**config.mk**
```make
export PLATFORM = sky130hd
export DESIGN_NAME = i2c_bus_watch
export DESIGN_NICKNAME = d
export VERILOG_FILES = /design/src/rtl/i2c_watch_pkg.sv /design/src/rtl/i2c_line_sync.sv /design/src/rtl/i2c_cond_decode.sv /design/src/rtl/i2c_idle_timer.sv /design/src/rtl/i2c_bus_watch.sv
export SDC_FILE = /design/constraint.sdc
export NUM_CORES = 1
export LEC_CHECK = 0
export BUFFER_PORTS_ARGS = -buffer_cell sky130_fd_sc_hd__buf_4
export CAP_MARGIN = 20
export CORE_MARGIN = 2
export CORE_UTILIZATION = 30
export CTS_CLUSTER_DIAMETER = 50
export CTS_CLUSTER_SIZE = 25
export DETAILED_ROUTE_END_ITERATION = 12
export PLACE_DENSITY_LB_ADDON = 0.05
export RECOVER_POWER = 100
export SLEW_MARGIN = 20
export SYNTH_ARGS = -nofsm -noshare
export SYNTH_HDL_FRONTEND = slang
export SYNTH_SLANG_ARGS = --single-unit
```
**constraint.sdc**
```tcl
create_clock -name clk -period 4.6 [get_ports clk]
set_input_delay 1.15 -clock clk [delete_from_list [all_inputs] [get_ports clk]]
set_output_delay 1.15 -clock clk [all_outputs]
set_load 0.005 [all_outputs]
```
**src/rtl/i2c_watch_pkg.sv**
```systemverilog
package i2c_watch_pkg;

    typedef enum logic [1:0] {
        BW_SETTLE = 2'd0,
        BW_FREE   = 2'd1,
        BW_BUSY   = 2'd2
    } bw_state_e;

    typedef struct packed {
        logic start;
        logic stop;
    } line_cond_t;

    localparam int unsigned LINE_SCL = 0;
    localparam int unsigned LINE_SDA = 1;
    localparam int unsigned N_LINES  = 2;

endpackage

```
**src/rtl/i2c_line_sync.sv**
```systemverilog
module i2c_line_sync
    import i2c_watch_pkg::*;
#(
    parameter int unsigned STAGES = 2
) (
    input  logic clk,
    input  logic rst_n,
    input  logic scl_raw,
    input  logic sda_raw,
    output logic scl_s,
    output logic sda_s
);

    logic [N_LINES-1:0] raw_vec;
    logic [N_LINES-1:0] sync_vec;

    assign raw_vec[LINE_SCL] = scl_raw;
    assign raw_vec[LINE_SDA] = sda_raw;

    // Identical chains for both lines keep their latency matched
    for (genvar g = 0; g < N_LINES; g++) begin : g_line
        logic [STAGES-1:0] chain;
        always_ff @(posedge clk or negedge rst_n) begin
            if (!rst_n) begin
                chain <= '1;
            end else begin
                chain <= {chain[STAGES-2:0], raw_vec[g]};
            end
        end
        assign sync_vec[g] = chain[STAGES-1];
    end

    assign scl_s = sync_vec[LINE_SCL];
    assign sda_s = sync_vec[LINE_SDA];

endmodule

```
**src/rtl/i2c_cond_decode.sv**
```systemverilog
module i2c_cond_decode
    import i2c_watch_pkg::*;
(
    input  logic       clk,
    input  logic       rst_n,
    input  logic       scl_s,
    input  logic       sda_s,
    output line_cond_t cond,
    output logic       both_high
);

    logic scl_q;
    logic sda_q;

    always_ff @(posedge clk or negedge rst_n) begin
        if (!rst_n) begin
            scl_q <= 1'b1;
            sda_q <= 1'b1;
        end else begin
            scl_q <= scl_s;
            sda_q <= sda_s;
        end
    end

    logic clk_held_high;
    assign clk_held_high = scl_q & scl_s;

    always_comb begin
        cond       = '0;
        cond.start = clk_held_high & sda_q & ~sda_s;
        cond.stop  = clk_held_high & ~sda_q & sda_s;
    end

    assign both_high = scl_s & sda_s;


    cond_excl_chk: assert property (@(posedge clk) disable iff (!rst_n)
        !(cond.start && cond.stop));


    cond_needs_clk_chk: assert property (@(posedge clk) disable iff (!rst_n)
        (cond.start || cond.stop) |-> $past(scl_s));

endmodule

```
**src/rtl/i2c_idle_timer.sv**
```systemverilog
module i2c_idle_timer #(
    parameter int unsigned IDLE_CYC_STD  = 940,
    parameter int unsigned IDLE_CYC_FAST = 260
) (
    input  logic clk,
    input  logic rst_n,
    input  logic both_high,
    input  logic fast_mode,
    output logic expired
);

    localparam int unsigned CYC_MAX = (IDLE_CYC_STD > IDLE_CYC_FAST) ? IDLE_CYC_STD : IDLE_CYC_FAST;
    localparam int unsigned CNT_W   = $clog2(CYC_MAX + 1);

    logic [CNT_W-1:0] cnt;
    logic [CNT_W-1:0] limit;

    assign limit = fast_mode ? CNT_W'(IDLE_CYC_FAST) : CNT_W'(IDLE_CYC_STD);

    always_ff @(posedge clk or negedge rst_n) begin
        if (!rst_n) begin
            cnt <= '0;
        end else if (!both_high) begin
            cnt <= '0;
        end else if (cnt < limit) begin
            cnt <= cnt + 1'b1;
        end
    end

    assign expired = (cnt >= limit);


    idle_after_low_chk: assert property (@(posedge clk) disable iff (!rst_n)
        expired |-> $past(both_high));

endmodule

```
**src/rtl/i2c_bus_watch.sv**
```systemverilog
module i2c_bus_watch
    import i2c_watch_pkg::*;
#(
    parameter int unsigned SYNC_STAGES   = 2,
    parameter int unsigned IDLE_CYC_STD  = 940,
    parameter int unsigned IDLE_CYC_FAST = 260
) (
    input  logic clk,
    input  logic rst_n,
    input  logic scl_in,
    input  logic sda_in,
    input  logic fast_mode,
    output logic start_pulse,
    output logic rstart_pulse,
    output logic stop_pulse,
    output logic bus_busy,
    output logic bus_free
);

    logic       scl_s;
    logic       sda_s;
    line_cond_t cond;
    logic       both_high;
    logic       idle_done;

    i2c_line_sync #(
        .STAGES (SYNC_STAGES)
    ) u_sync (
        .clk     (clk),
        .rst_n   (rst_n),
        .scl_raw (scl_in),
        .sda_raw (sda_in),
        .scl_s   (scl_s),
        .sda_s   (sda_s)
    );

    i2c_cond_decode u_decode (
        .clk       (clk),
        .rst_n     (rst_n),
        .scl_s     (scl_s),
        .sda_s     (sda_s),
        .cond      (cond),
        .both_high (both_high)
    );

    i2c_idle_timer #(
        .IDLE_CYC_STD  (IDLE_CYC_STD),
        .IDLE_CYC_FAST (IDLE_CYC_FAST)
    ) u_timer (
        .clk       (clk),
        .rst_n     (rst_n),
        .both_high (both_high),
        .fast_mode (fast_mode),
        .expired   (idle_done)
    );

    bw_state_e state_q;
    bw_state_e state_d;
    logic      start_d;
    logic      rstart_d;
    logic      stop_d;

    // Next-state and event logic
    always_comb begin
        state_d  = state_q;
        start_d  = 1'b0;
        rstart_d = 1'b0;
        stop_d   = cond.stop;
        unique case (state_q)
            BW_SETTLE: begin
                if (cond.start) begin
                    start_d = 1'b1;
                    state_d = BW_BUSY;
                end else if (idle_done && both_high) begin
                    state_d = BW_FREE;
                end
            end
            BW_FREE: begin
                if (cond.start) begin
                    start_d = 1'b1;
                    state_d = BW_BUSY;
                end else if (!both_high) begin
                    state_d = BW_SETTLE;
                end
            end
            BW_BUSY: begin
                if (cond.start) begin
                    rstart_d = 1'b1;
                end else if (cond.stop) begin
                    state_d = BW_SETTLE;
                end
            end
            default: state_d = BW_SETTLE;
        endcase
    end

    // State register
    always_ff @(posedge clk or negedge rst_n) begin
        if (!rst_n) begin
            state_q <= BW_SETTLE;
        end else begin
            state_q <= state_d;
        end
    end

    // Output register
    always_ff @(posedge clk or negedge rst_n) begin
        if (!rst_n) begin
            start_pulse  <= 1'b0;
            rstart_pulse <= 1'b0;
            stop_pulse   <= 1'b0;
        end else begin
            start_pulse  <= start_d;
            rstart_pulse <= rstart_d;
            stop_pulse   <= stop_d;
        end
    end

    assign bus_busy = (state_q == BW_BUSY);
    assign bus_free = (state_q == BW_FREE);


    busy_free_excl_chk: assert property (@(posedge clk) disable iff (!rst_n)
        !(bus_busy && bus_free));


    one_event_chk: assert property (@(posedge clk) disable iff (!rst_n)
        $onehot0({start_pulse, rstart_pulse, stop_pulse}));


    start_width_chk: assert property (@(posedge clk) disable iff (!rst_n)
        start_pulse |=> !start_pulse);


    start_claims_chk: assert property (@(posedge clk) disable iff (!rst_n)
        start_pulse |-> (bus_busy && !$past(bus_busy)));


    rstart_keeps_chk: assert property (@(posedge clk) disable iff (!rst_n)
        rstart_pulse |-> (bus_busy && $past(bus_busy)));


    stop_release_chk: assert property (@(posedge clk) disable iff (!rst_n)
        stop_pulse |-> (!bus_busy && !bus_free));

endmodule

```
==> impl_metrics.json <==
{
  "status": "complete, no violations",
  "finalInstanceArea_sq_um": 1170,
  "clock.fmax_ghz": 0.3613,
  "wirelength_um": 2008,
  "async_flop_share_pct": 100.0,
  "finalClockSkew_ps": 1.486,
  "diodes": 0,
  "grt_overflow": 0,
  "synthCells": 93,
  "io_pins": 10,
  "cts_root_buf": "clkbuf_4",
  "fp.dieW_um": 63.26,
  "drive_gt1_share_pct": 18.10,
  "htree_levels": 1,
  "layout_min_cycle_time_ps": 2768,
  "final_util_pct": 34.78,
  "mappedNetlistArea_sq_um": 1054,
  "num_vias": 770,
  "setup_slack_ps": 1832,
  "ctsResizeCount": 0,
  "core_region_area_sq_um": 3363,
  "track_usage_pct": 11.36,
  "ant_nets": 0,
  "yosysWarningCount": 0,
  "setup_tns_ps": 0,
  "die_h_um": 63.26,
  "synth-seq-cells": 21,
  "p_leak_nw": 0.4904,
  "ys.flop_type": "dfrtp_1",
  "start_kind": "input port",
  "synthToLayoutAreaGrowth_pct": 11.04,
  "crit_type": "in -> reg",
  "clockBufferDepth": 2,
  "initial_core_util_pct": 31.32,
  "antenna_found_initial": 0,
  "grt_max_degree": 22,
  "maxSlewViolCount": 0,
  "rsz0062_at_grt": "no",
  "worst_slew_pin_slew_ps": 1149,
  "maxCapViolations": 0,
  "numCtsBuffers": 3,
  "cts-hold-fix-buffers": 0,
  "drc_errors": 0,
  "syn_nets": 104,
  "cts_tree": "built",
  "crit_arrival_ps": 3000,
  "rows": 21,
  "avgSynthCellArea_sq_um": 11.33,
  "postCtsSetupBuffers": 0,
  "maxSlewHeadroom_pct": 23.42,
  "routedWlPerCell_um": 13.30,
  "synth_edf_count": 0,
  "portBuffers": 9,
  "fin_crit_sh_pct": 60.17,
  "drt_iter0_drc": 32,
  "worstHoldPathType": "reg -> reg",
  "grt_pass1_vias": 764,
  "via_per_inst": 5.099,
  "cp.required_ps": 4840,
  "place_congestion": 0.7736,
  "clk_latency_ps": 310,
  "path_clk_slew_ps": 130,
  "clock_sinks": 21,
  "dp_hpwl_um": 1488,
  "ys_types": 33,
  "dr.pass1.iters": 4,
  "p_per_area_nw_per_um2": 270.2,
  "place_area_sq_um": 1165,
  "final_nets": 117,
  "cp_max_fo": 14,
  "dieArea_sq_um": 4002,
  "grt_pass1_wl_um": 3567,
  "post-place-ws_ps": 1618,
  "setup-violations-final": 0,
  "hold_violations": 0,
  "peakVddDrop_mv": 0.1525,
  "critPathCaptureType": "register",
  "yosysSeqAreaShare_pct": 50.59
}
-- placed cells by master, fill, tap and decap left out --
| master | count |
|---|---|
| a31oi_1 | 2 |
| nor4_1 | 1 |
| a211o_1 | 1 |
| o31ai_1 | 4 |
| clkbuf_1 | 2 |
| mux2i_1 | 2 |
| nor2b_1 | 1 |
| o221ai_1 | 1 |
| o21ba_2 | 1 |
| o21ai_0 | 4 |
| a311oi_1 | 1 |
| nor3b_1 | 2 |
| a21oi_1 | 8 |
| or4_1 | 4 |
| nand3_1 | 5 |
| nand4b_1 | 1 |
| clkinvlp_4 | 1 |
| clkbuf_4 | 10 |
| and4_1 | 1 |
| o22ai_1 | 1 |
| nand2_1 | 7 |
| nor2_1 | 3 |
| or3_1 | 1 |
| o21bai_1 | 1 |
| dfrtp_1 | 15 |
| nand2b_1 | 3 |
| a41o_1 | 1 |
| nand4_1 | 1 |
| and2_1 | 1 |
| inv_1 | 3 |
| dfstp_2 | 4 |
| ha_1 | 6 |
| dfstp_1 | 2 |
| and4b_2 | 3 |
| o221a_1 | 1 |
-- power by group --
group / switching [mW] / internal [mW] / total (mW)
combinational: 0.0136 / 0.00990 / 0.0235
sequential: 0.00568 / 0.193 / 0.199
clock: 0.0607 / 0.0331 / 0.0938
-- flip-flops by register name, indices dropped and copies added, names as in the netlist --
name and flops:
u_decode.scl_q 1, start_pulse 1, rstart_pulse 1, stop_pulse 1, u_timer.cnt 10, u_sync.g_line.chain 4
state_q 2, u_decode.sda_q 1
-- area by class of cell --
type / instances / area (sq um)
Clock inverter: 1 / 7.507
Inverter: 3 / 11.26
Timing Repair Buffer: 9 / 60.06
Tap cell: 46 / 57.56
Sequential cell: 21 / 533.0
Clock buffer: 3 / 22.52
Multi-Input combinational cell: 68 / 478.0
Fill cell: 360 / 2193
-- stage by stage --
stage                     instances  power (mW)  hold slack [ps]
after floorplan                  93      0.2130            345.2
after global placement          147      0.2282            348.1
after detailed placement        147      0.2286            349.4
after CTS                       151      0.3242            368.3
after global routing            151      0.3331            375.4
final                           151      0.3161            372.5
-- synthesized netlist by cell type (all sizes together), types with 2 or more instances --
cell / n / area, sq um
mux2i: 2 / 20.02
nand2b: 3 / 18.77
a31oi: 2 / 12.51
dfstp: 6 / 157.7
o21ai: 4 / 20.02
inv: 3 / 11.26
nand2: 7 / 28.78
nand3: 5 / 25.02
or4: 4 / 30.03
and4b: 3 / 33.78
nor3b: 2 / 15.01
ha: 6 / 75.07
nor2: 3 / 11.26
a21oi: 8 / 40.04
o31ai: 4 / 30.03
dfrtp: 15 / 375.4
-- worst max-delay path, cell delays in order --
cell,delay [ps]
clkbuf_1,120
ha_1,320
a211o_1,310
o221a_1,390
or4_1,540
a21oi_1,160
-- logic make-up after synthesis --
kind of cell             Yosys count  synth area share, %
AO/OA/AOI/OAI                     26                17.34
flip-flops                        21                50.59
AND/OR/NAND/NOR                   34                20.67
buffers and inverters              4                2.375
multiplexers                       2                1.900
adder cells (fa/ha/maj)            6                7.126
-- layer usage --
layer / wire (um) / GRT usage [%]
met1: 1067 / 15.70
met2: 874 / 17.29
met3: 44 / 1.786
met4: 21 / 5.707
met5: 0 / 0
-- path summary, 6_finish.rpt --
kind / depth (start not counted) / endpoint / start / slack, ps
max: 6 / u_timer.cnt[5] / fast_mode / 1830
min: 0 / u_sync.g_line[0].chain[1] / u_sync.g_line[0].chain[0] / 370
max reg2reg: 5 / u_timer.cnt[5] / u_timer.cnt[3] / 2330
min reg2reg: 0 / u_sync.g_line[0].chain[1] / u_sync.g_line[0].chain[0] / 370
max in group asynchronous: 1 / u_timer.cnt[8] / rst_n / 2890
min in group asynchronous: 1 / rstart_pulse / rst_n / 1030
(Power assumes the default switching activity.)
